### src/rtl/fp_dual_addsub.sv
module fp_dual_addsub #(
  parameter int EXP_W = 11,
  parameter int MAN_W = 32
) (
  input  logic                       clk,
  input  logic                       rst_n,
  input  logic                       in_valid,
  input  logic [2:0]                 in_op,
  input  logic                       in_signed,
  input  logic [EXP_W+MAN_W:0]       in_a,
  input  logic [EXP_W+MAN_W:0]       in_b,
  output logic                       out_valid,
  output logic [EXP_W+MAN_W:0]       out_a,
  output logic [EXP_W+MAN_W:0]       out_b
);
  localparam int W   = 1 + EXP_W + MAN_W;
  localparam int SIG = MAN_W + 1;
  localparam int RW  = SIG + 4;
  localparam int TW  = 2 * SIG + 2;
  localparam int LZW = $clog2(RW + 1);
  localparam int SHW = $clog2(MAN_W);

  logic         vld_q, sgn_q;
  logic [2:0]   op_q;
  logic [W-1:0] a_q, b_q;

  always_ff @(posedge clk) begin
    if (!rst_n) begin
      vld_q <= 1'b0; sgn_q <= 1'b0; op_q <= '0; a_q <= '0; b_q <= '0;
    end else begin
      vld_q <= in_valid; sgn_q <= in_signed; op_q <= in_op; a_q <= in_a; b_q <= in_b;
    end
  end

  function automatic logic [LZW-1:0] lzc(input logic [RW-1:0] v);
    lzc = LZW'(RW);
    for (int i = 0; i < RW; i++)
      if (v[i]) lzc = LZW'(RW - 1 - i);
  endfunction

  wire [EXP_W-1:0] ea = a_q[W-2:MAN_W];
  wire [EXP_W-1:0] eb = b_q[W-2:MAN_W];
  wire [SIG-1:0]   siga = (ea == '0) ? '0 : {1'b1, a_q[MAN_W-1:0]};
  wire [SIG-1:0]   sigb = (eb == '0) ? '0 : {1'b1, b_q[MAN_W-1:0]};
  wire             a_big = a_q[W-2:0] >= b_q[W-2:0];

  wire [EXP_W-1:0] e_big   = a_big ? ea : eb;
  wire [EXP_W-1:0] dexp    = a_big ? ea - eb : eb - ea;
  wire [SIG-1:0]   sig_big = a_big ? siga : sigb;
  wire [SIG-1:0]   sig_sml = a_big ? sigb : siga;

  wire [TW-1:0]    tsh = {sig_sml, {(SIG+2){1'b0}}} >> dexp;
  wire             stk = (32'(dexp) >= TW) ? |sig_sml : |tsh[SIG-1:0];
  wire [RW-2:0]    al_big = {sig_big, 3'b000};
  wire [RW-2:0]    al_sml = {tsh[TW-1:SIG], stk};

  logic [W-1:0] fres [2];

  for (genvar p = 0; p < 2; p++) begin : g_path
    logic            eff_sub, sgn_r, inc;
    logic [RW-1:0]   r, n;
    logic [LZW-1:0]  lz;
    logic [SIG:0]    m;
    logic [EXP_W:0]  ex;
    always_comb begin
      eff_sub = a_q[W-1] ^ b_q[W-1] ^ (p == 1);
      sgn_r   = a_big ? a_q[W-1] : (b_q[W-1] ^ (p == 1));
      r       = eff_sub ? {1'b0, al_big} - {1'b0, al_sml} : {1'b0, al_big} + {1'b0, al_sml};
      lz      = lzc(r);
      n       = r << lz;
      inc     = n[RW-SIG-1] & ((|n[RW-SIG-2:0]) | n[RW-SIG]);
      m       = {1'b0, n[RW-1:RW-SIG]} + (SIG+1)'(inc);
      ex      = (EXP_W+1)'(e_big) + 1'b1 - (EXP_W+1)'(lz) + (EXP_W+1)'(m[SIG]);
      fres[p] = (r == '0) ? '0 : {sgn_r, ex[EXP_W-1:0], m[SIG] ? {MAN_W{1'b0}} : m[MAN_W-1:0]};
    end
  end

  wire [MAN_W-1:0] ia  = a_q[MAN_W-1:0];
  wire [MAN_W-1:0] ib  = b_q[MAN_W-1:0];
  wire [SHW-1:0]   amt = ib[SHW-1:0];
  logic [MAN_W-1:0] ires;

  always_comb begin
    case (op_q[1:0])
      2'd0:    ires = ia + ib;
      2'd1:    ires = ia - ib;
      2'd2:    ires = ia << amt;
      default: ires = sgn_q ? MAN_W'($signed(ia) >>> amt) : ia >> amt;
    endcase
  end

  logic [W-1:0] nxt_a, nxt_b;
  always_comb begin
    if (op_q[2]) begin
      nxt_a = {{(W-MAN_W){1'b0}}, ires};
      nxt_b = '0;
    end else if (op_q[1]) begin
      nxt_a = fres[0];
      nxt_b = fres[1];
    end else begin
      nxt_a = op_q[0] ? fres[1] : fres[0];
      nxt_b = '0;
    end
  end

  always_ff @(posedge clk) begin
    if (!rst_n) begin
      out_valid <= 1'b0; out_a <= '0; out_b <= '0;
    end else begin
      out_valid <= vld_q; out_a <= nxt_a; out_b <= nxt_b;
    end
  end
endmodule

### config.mk
export PLATFORM = sky130hd
export DESIGN_NAME = fp_dual_addsub
export DESIGN_NICKNAME = d
export VERILOG_FILES = /design/src/rtl/fp_dual_addsub.sv
export SDC_FILE = /design/constraint.sdc
export NUM_CORES = 2
export LEC_CHECK = 0
export BUFFER_PORTS_ARGS = -buffer_cell sky130_fd_sc_hd__buf_2
export CORE_MARGIN = 4
export CORE_UTILIZATION = 50
export DETAILED_ROUTE_END_ITERATION = 8
export PLACE_DENSITY = 0.77
export SYNTH_ARGS = -nofsm -noshare
export SYNTH_HDL_FRONTEND = slang
export SYNTH_SLANG_ARGS = --single-unit
### constraint.sdc
create_clock -name clk -period 19.2 [get_ports clk]
set_input_delay 1.92 -clock clk [delete_from_list [all_inputs] [get_ports clk]]
set_output_delay 1.92 -clock clk [all_outputs]
set_load 0.01 [all_outputs]
Word-level counts from Yosys, hierarchy flattened
Cells that the tools add are included.
- $add $sub $neg: 13
- order comparisons: 2
- equality and inequality tests: 2
- shift operators: 6
- muxes and demuxes: 94
- bitwise logic cells: 8
- reduce and logical (&&, ||, !) cells: 11
- operator list (operator ; number):
    6-bit 2-to-1 mux ; 72
    44-bit 2-to-1 mux ; 4
    33-bit 2-to-1 mux ; 4
    32-bit 2-to-1 mux ; 4
    32-bit one-hot mux with 3 select lines ; 1
    37-bit logical NOT ; 2
    37-bit 2-to-1 mux ; 2
    37-bit by 6-bit << shifter with 37-bit output ; 2
    33-bit by 1-bit adder with 34-bit output ; 2
    68-bit by 11-bit right shift with 68-bit output ; 1
    33-bit OR reduction ; 2
    43-bit >= comparator ; 1
    36-bit by 36-bit adder with 37-bit output ; 1
    36-bit by 36-bit subtractor with 37-bit output ; 1
    32-bit adder ; 1
    32-bit by 5-bit << shifter with 32-bit output ; 1
    32-bit by 5-bit right shift with 32-bit output ; 1
    32-bit by 5-bit >>> shifter with 32-bit output ; 1
    32-bit subtractor ; 1
    11-bit by 1-bit adder with 11-bit output ; 2
    11-bit logical NOT ; 2
    11-bit 2-to-1 mux ; 2
    11-bit subtractor ; 2
    11-bit by 6-bit subtractor with 11-bit output ; 2
    other kinds (12) ; 22
- flip-flop bits (word level): 182
- output and inout port bits: 89

Longest topological paths before layout
- word-level depth: 55
- depth in mapped cells: 74
- mapped depth without buffers: 67

Least setup slack after synthesis
OpenSTA, ideal clock, no wires.
- kind: register to register
- start point: register b_q[2]
- end point: register out_a[42]
- library setup time: 0.128 ns
- data arrival time: 13.770 ns
- required time: 19.072 ns
- setup slack: 5.302 ns
- stages on the path, launching flop included: 67
- clock period less this slack: 13.898 ns
- cell sequence: dfxtp_1 -> clkbuf_1 -> clkinv_1 -> buf_1 -> clkbuf_1 -> ha_1 -> a21o_1 -> a31oi_1 -> o32ai_1 -> o311a_1 -> o21ai_2 -> nand2_4 -> buf_6 -> buf_4 -> o311ai_0 -> nand3b_1 -> mux2_2 -> mux2i_1 -> [... 31 more ...] -> nand4_1 -> buf_2 -> inv_4 -> ha_1 -> fa_1 -> a21o_1 -> a21oi_1 -> nor2b_1 -> o21a_1 -> o21ai_0 -> nand2b_1 -> a21oi_1 -> inv_1 -> a21o_1 -> a21oi_1 -> xnor2_1 -> a22oi_1 -> nor2_1
- cells in the longest elaborated chain, start to end: 53
- ends and longest elaborated chain (what ; RTL line ; RTL):
    start, declared ; 25 ; logic [W-1:0] a_q, b_q;
    start signal, assigned ; 31 ; vld_q <= in_valid; sgn_q <= in_signed; op_q <= in_op; a_q <= in_a; b_q <= in_b;
    43-bit >= comparator or 33-bit 2-to-1 mux (tied branches) ; 45, 44 ;
    33-bit 2-to-1 mux or 11-bit 2-to-1 mux (tied branches) ; 50, 48 ;
    68-bit by 11-bit right shift with 68-bit output ; 52 ; wire [TW-1:0] tsh = {sig_sml, {(SIG+2){1'b0}}} >> dexp;
    33-bit OR reduction ; 53 ; wire stk = (32'(dexp) >= TW) ? |sig_sml : |tsh[SIG-1:0];
    1-bit 2-to-1 mux ; 53 ;
    36-bit by 36-bit adder with 37-bit output or 36-bit by 36-bit subtractor with 37-bit output (tied branches) ; 68 ; r = eff_sub ? {1'b0, al_big} - {1'b0, al_sml} : {1'b0, al_big} + {1'b0, al_sml};
    37-bit 2-to-1 mux ; 68 ;
    1-bit 2-to-1 mux ; 38 ; if (v[i]) lzc = LZW'(RW - 1 - i);
    [... 37 more ...] ; -- ;
    3-bit OR reduction ; 71 ; inc = n[RW-SIG-1] & ((|n[RW-SIG-2:0]) | n[RW-SIG]);
    1-bit bitwise OR ; 71 ;
    1-bit bitwise AND ; 71 ;
    33-bit by 1-bit adder with 34-bit output ; 72 ; m = {1'b0, n[RW-1:RW-SIG]} + (SIG+1)'(inc);
    11-bit by 1-bit adder with 11-bit output ; 73 ; ex = (EXP_W+1)'(e_big) + 1'b1 - (EXP_W+1)'(lz) + (EXP_W+1)'(m[SIG]);
    44-bit 2-to-1 mux ; 74 ; fres[p] = (r == '0) ? '0 : {sgn_r, ex[EXP_W-1:0], m[SIG] ? {MAN_W{1'b0}} : m[MAN_W-1:0]};
    44-bit 2-to-1 mux ; 101 ; nxt_a = op_q[0] ? fres[1] : fres[0];
    44-bit 2-to-1 mux * ; 97 ; end else if (op_q[1]) begin
    end signal, assigned ; 110 ; out_valid <= vld_q; out_a <= nxt_a; out_b <= nxt_b;
    end, declared ; 13 ; output logic [EXP_W+MAN_W:0] out_a,
Every way passes the cells marked *; elsewhere a longest branch is shown, timed or not.
A chain may end at the register's enable or synchronous reset.

Worst setup path after layout
- start point: register b_q[0]
- end point: register out_a[42]
The elaborated chain is that of the path after synthesis.

==> flow_summary.json <==
{
  "crit_path_max_fanout": 42,
  "first_pass_iters": 9,
  "cts_tree": "built",
  "dieArea_um2": 72200,
  "die_x_um": 269,
  "placedCellCount": 5785,
  "synth_edf_count": 0,
  "num-fill-cells": 6707,
  "status": "finished with violations",
  "start_kind": "flip-flop",
  "grt_usage_pct": 46.8,
  "hold_buffers": 0,
  "slew_headroom_pct": -1.22,
  "worstSetupPathType": "flip-flop to flip-flop",
  "synth_top_area_share_pct": 10.7,
  "gr-total-overflow": 0,
  "yosysSeqAreaShare_pct": 10.7,
  "post-route-drc-count": 2,
  "instances_no_fill": 5820,
  "row_count": 95,
  "cp_common_cell": "a21oi_1",
  "synth-seq-cells": 182,
  "synth.distinct_cells": 131,
  "grt_pass1_wl_mm": 257,
  "numCtsBuffers": 17,
  "post_cts.repair.setup_buffers": 0,
  "cap_viol_max_count": 1,
  "ys.flop_type": "dfxtp_1",
  "avgRoutedWirePerCell_um": 30.3,
  "power.density_nw_per_um2": 124,
  "final_common_cell": "nor2_1",
  "drive_gt1_share_pct": 10.9,
  "fin_crit_sh_pct": 93.0,
  "ctsRootBufferMaster": "clkbuf_16",
  "required_ps": 19570,
  "first_iter_violations": 7521,
  "most-common-layout-cells": "nor2_1 (499), nand2_1 (461), o21ai_0 (372)",
  "critPathSlowestCell": "a221oi_1",
  "numPortBuffers": 183,
  "start_util_pct": 50.5,
  "dp_hpwl_mm": 137,
  "clk_pin_slew_ps": 80,
  "fin_tns_setup_ps": 0,
  "place_congestion": 1.08,
  "skew_ps": 29.5,
  "cp.arrival_ps": 18240,
  "htree_levels": 4,
  "synth_nets": 5243,
  "clk_path_buf_depth": 2,
  "die_height_um": 269,
  "p_leak_nw": 14.8,
  "area_delta_synth_final_pct": 6.00,
  "synth_async_sr_flop_share_pct": 0,
  "clk_latency_ps": 510,
  "hold_violations": 0,
  "worst_slew_pin_slew_ps": 1500,
  "first_global_vias": 39200,
  "grt_max_degree": 127,
  "fmax_mhz": 56.0,
  "vias_per_cell": 7.32,
  "rsz0062_at_grt": "no",
  "regArea_um2": 3650,
  "antenna_found_initial": 6,
  "cts.sinks": 182,
  "slowest_delay_ps": 1130,
  "core-area_um2": 67300,
  "end_kind": "flip-flop",
  "multi_input_area_um2": 28100,
  "min_period_ps": 17860,
  "final_nets": 5217,
  "ant_nets": 0,
  "routed_wl_mm": 176,
  "synthTopCellsByArea": "dfxtp_1 (11%), ha_1 (6.8%), nor2_1 (5.5%)",
  "synth_top_cell_by_area": "dfxtp_1",
  "slew_violations": 3,
  "vias": 42600,
  "yosys_warnings": 0,
  "violations": "DRC, capacitance limit, slew limit",
  "hp-class": "flip-flop to flip-flop",
  "io_pins": 184,
  "netlist_instances": 4957,
  "setup_viol": 0,
  "irDropWorstVdd_v": 0.000121,
  "syn_area_um2": 34000,
  "avgSynthCellArea_um2": 6.85,
  "ctsResizeCount": 0
}
[synthesized netlist by cell type (all sizes together) (151+ instances only)]
cell type / number
a21oi: 375
and2: 151
clkbuf: 232
dfxtp: 182
ha: 185
inv: 210
mux2i: 177
nand2: 463
nand3: 166
nor2: 503
nor3: 164
o21ai: 406
[final timing paths]
check,from,cells after the start,slack (ps),to
setup / recovery,b_q[0]$_SDFF_PN0_,63,1340,out_a[42]$_SDFF_PP0_
hold / removal,vld_q$_SDFF_PN0_,1,440,out_valid$_SDFF_PN0_
setup reg to reg,b_q[0]$_SDFF_PN0_,63,1340,out_a[42]$_SDFF_PP0_
hold reg to reg,vld_q$_SDFF_PN0_,1,440,out_valid$_SDFF_PN0_
[registers in the layout (all words and copies together) (netlist names)]
register,count
a_q,44
b_q,44
op_q,3
out_a,44
out_b,44
out_valid,1
sgn_q,1
vld_q,1
[cells by family (layout without fill, tap and decap cells)]
| logic type | count (synthesis) | in the layout | share of synthesized area, % |
|---|---|---|---|
| flops | 182 | 182 | 10.7 |
| fa+ha+maj | 191 | 191 | 7.17 |
| simple gates | 1870 | 1870 | 27.1 |
| other cells | 0 | 3 | 0 |
| mux | 238 | 238 | 8.26 |
| xor+xnor | 181 | 181 | 4.67 |
| compound gates | 1730 | 1730 | 35.1 |
| buf+inv | 565 | 552 | 6.93 |
[area by class of cell]
class	instances	share of cell area, %
multi-input cells	4210	77.9
clock inverters	14	0.368
flip-flops and latches	182	10.1
inverters	219	2.30
diodes	3	0.0208
well taps	873	3.03
repair buffers	301	5.04
clock buffers	18	1.19
[power breakdown]
group,switching [mW],internal [mW]
Combinational,2.52,1.13
Sequential,0.0375,0.429
Clock,0.185,0.172
Total,2.74,1.73
[routing by layer]
metal	routed length, µm	GRT usage [%]
met1	63300	56.9
met3	23600	14.9
met5	23	0
met2	74800	71.8
met4	14600	29.4
[worst max-delay path: cells and delay by family (launching register included)]
kind                     cells  cell delay (ps)
AND/OR/NAND/NOR             15             4690
AO/OA/AOI/OAI               34             9350
XOR/XNOR                     2              460
flip-flops                   1              310
adder cells (fa/ha/maj)      5             1430
buffers and inverters        7             1460
[through the flow]
step                      hold slack, ps  instance area [µm²]  setup WS [ps]  power (mW)  util, %
after floorplan                      412                34000           5300        2.73        -
after global placement               420                35400           2180        3.91     52.7
after detailed placement             427                35400           2270        3.87     52.7
after CTS                            444                36000           2210        4.24     53.5
after global routing                 461                36000            737        4.62     53.5
final                                444                36000           1340        4.47     53.5
No activity file was read; power rests on OpenSTA's default activity.
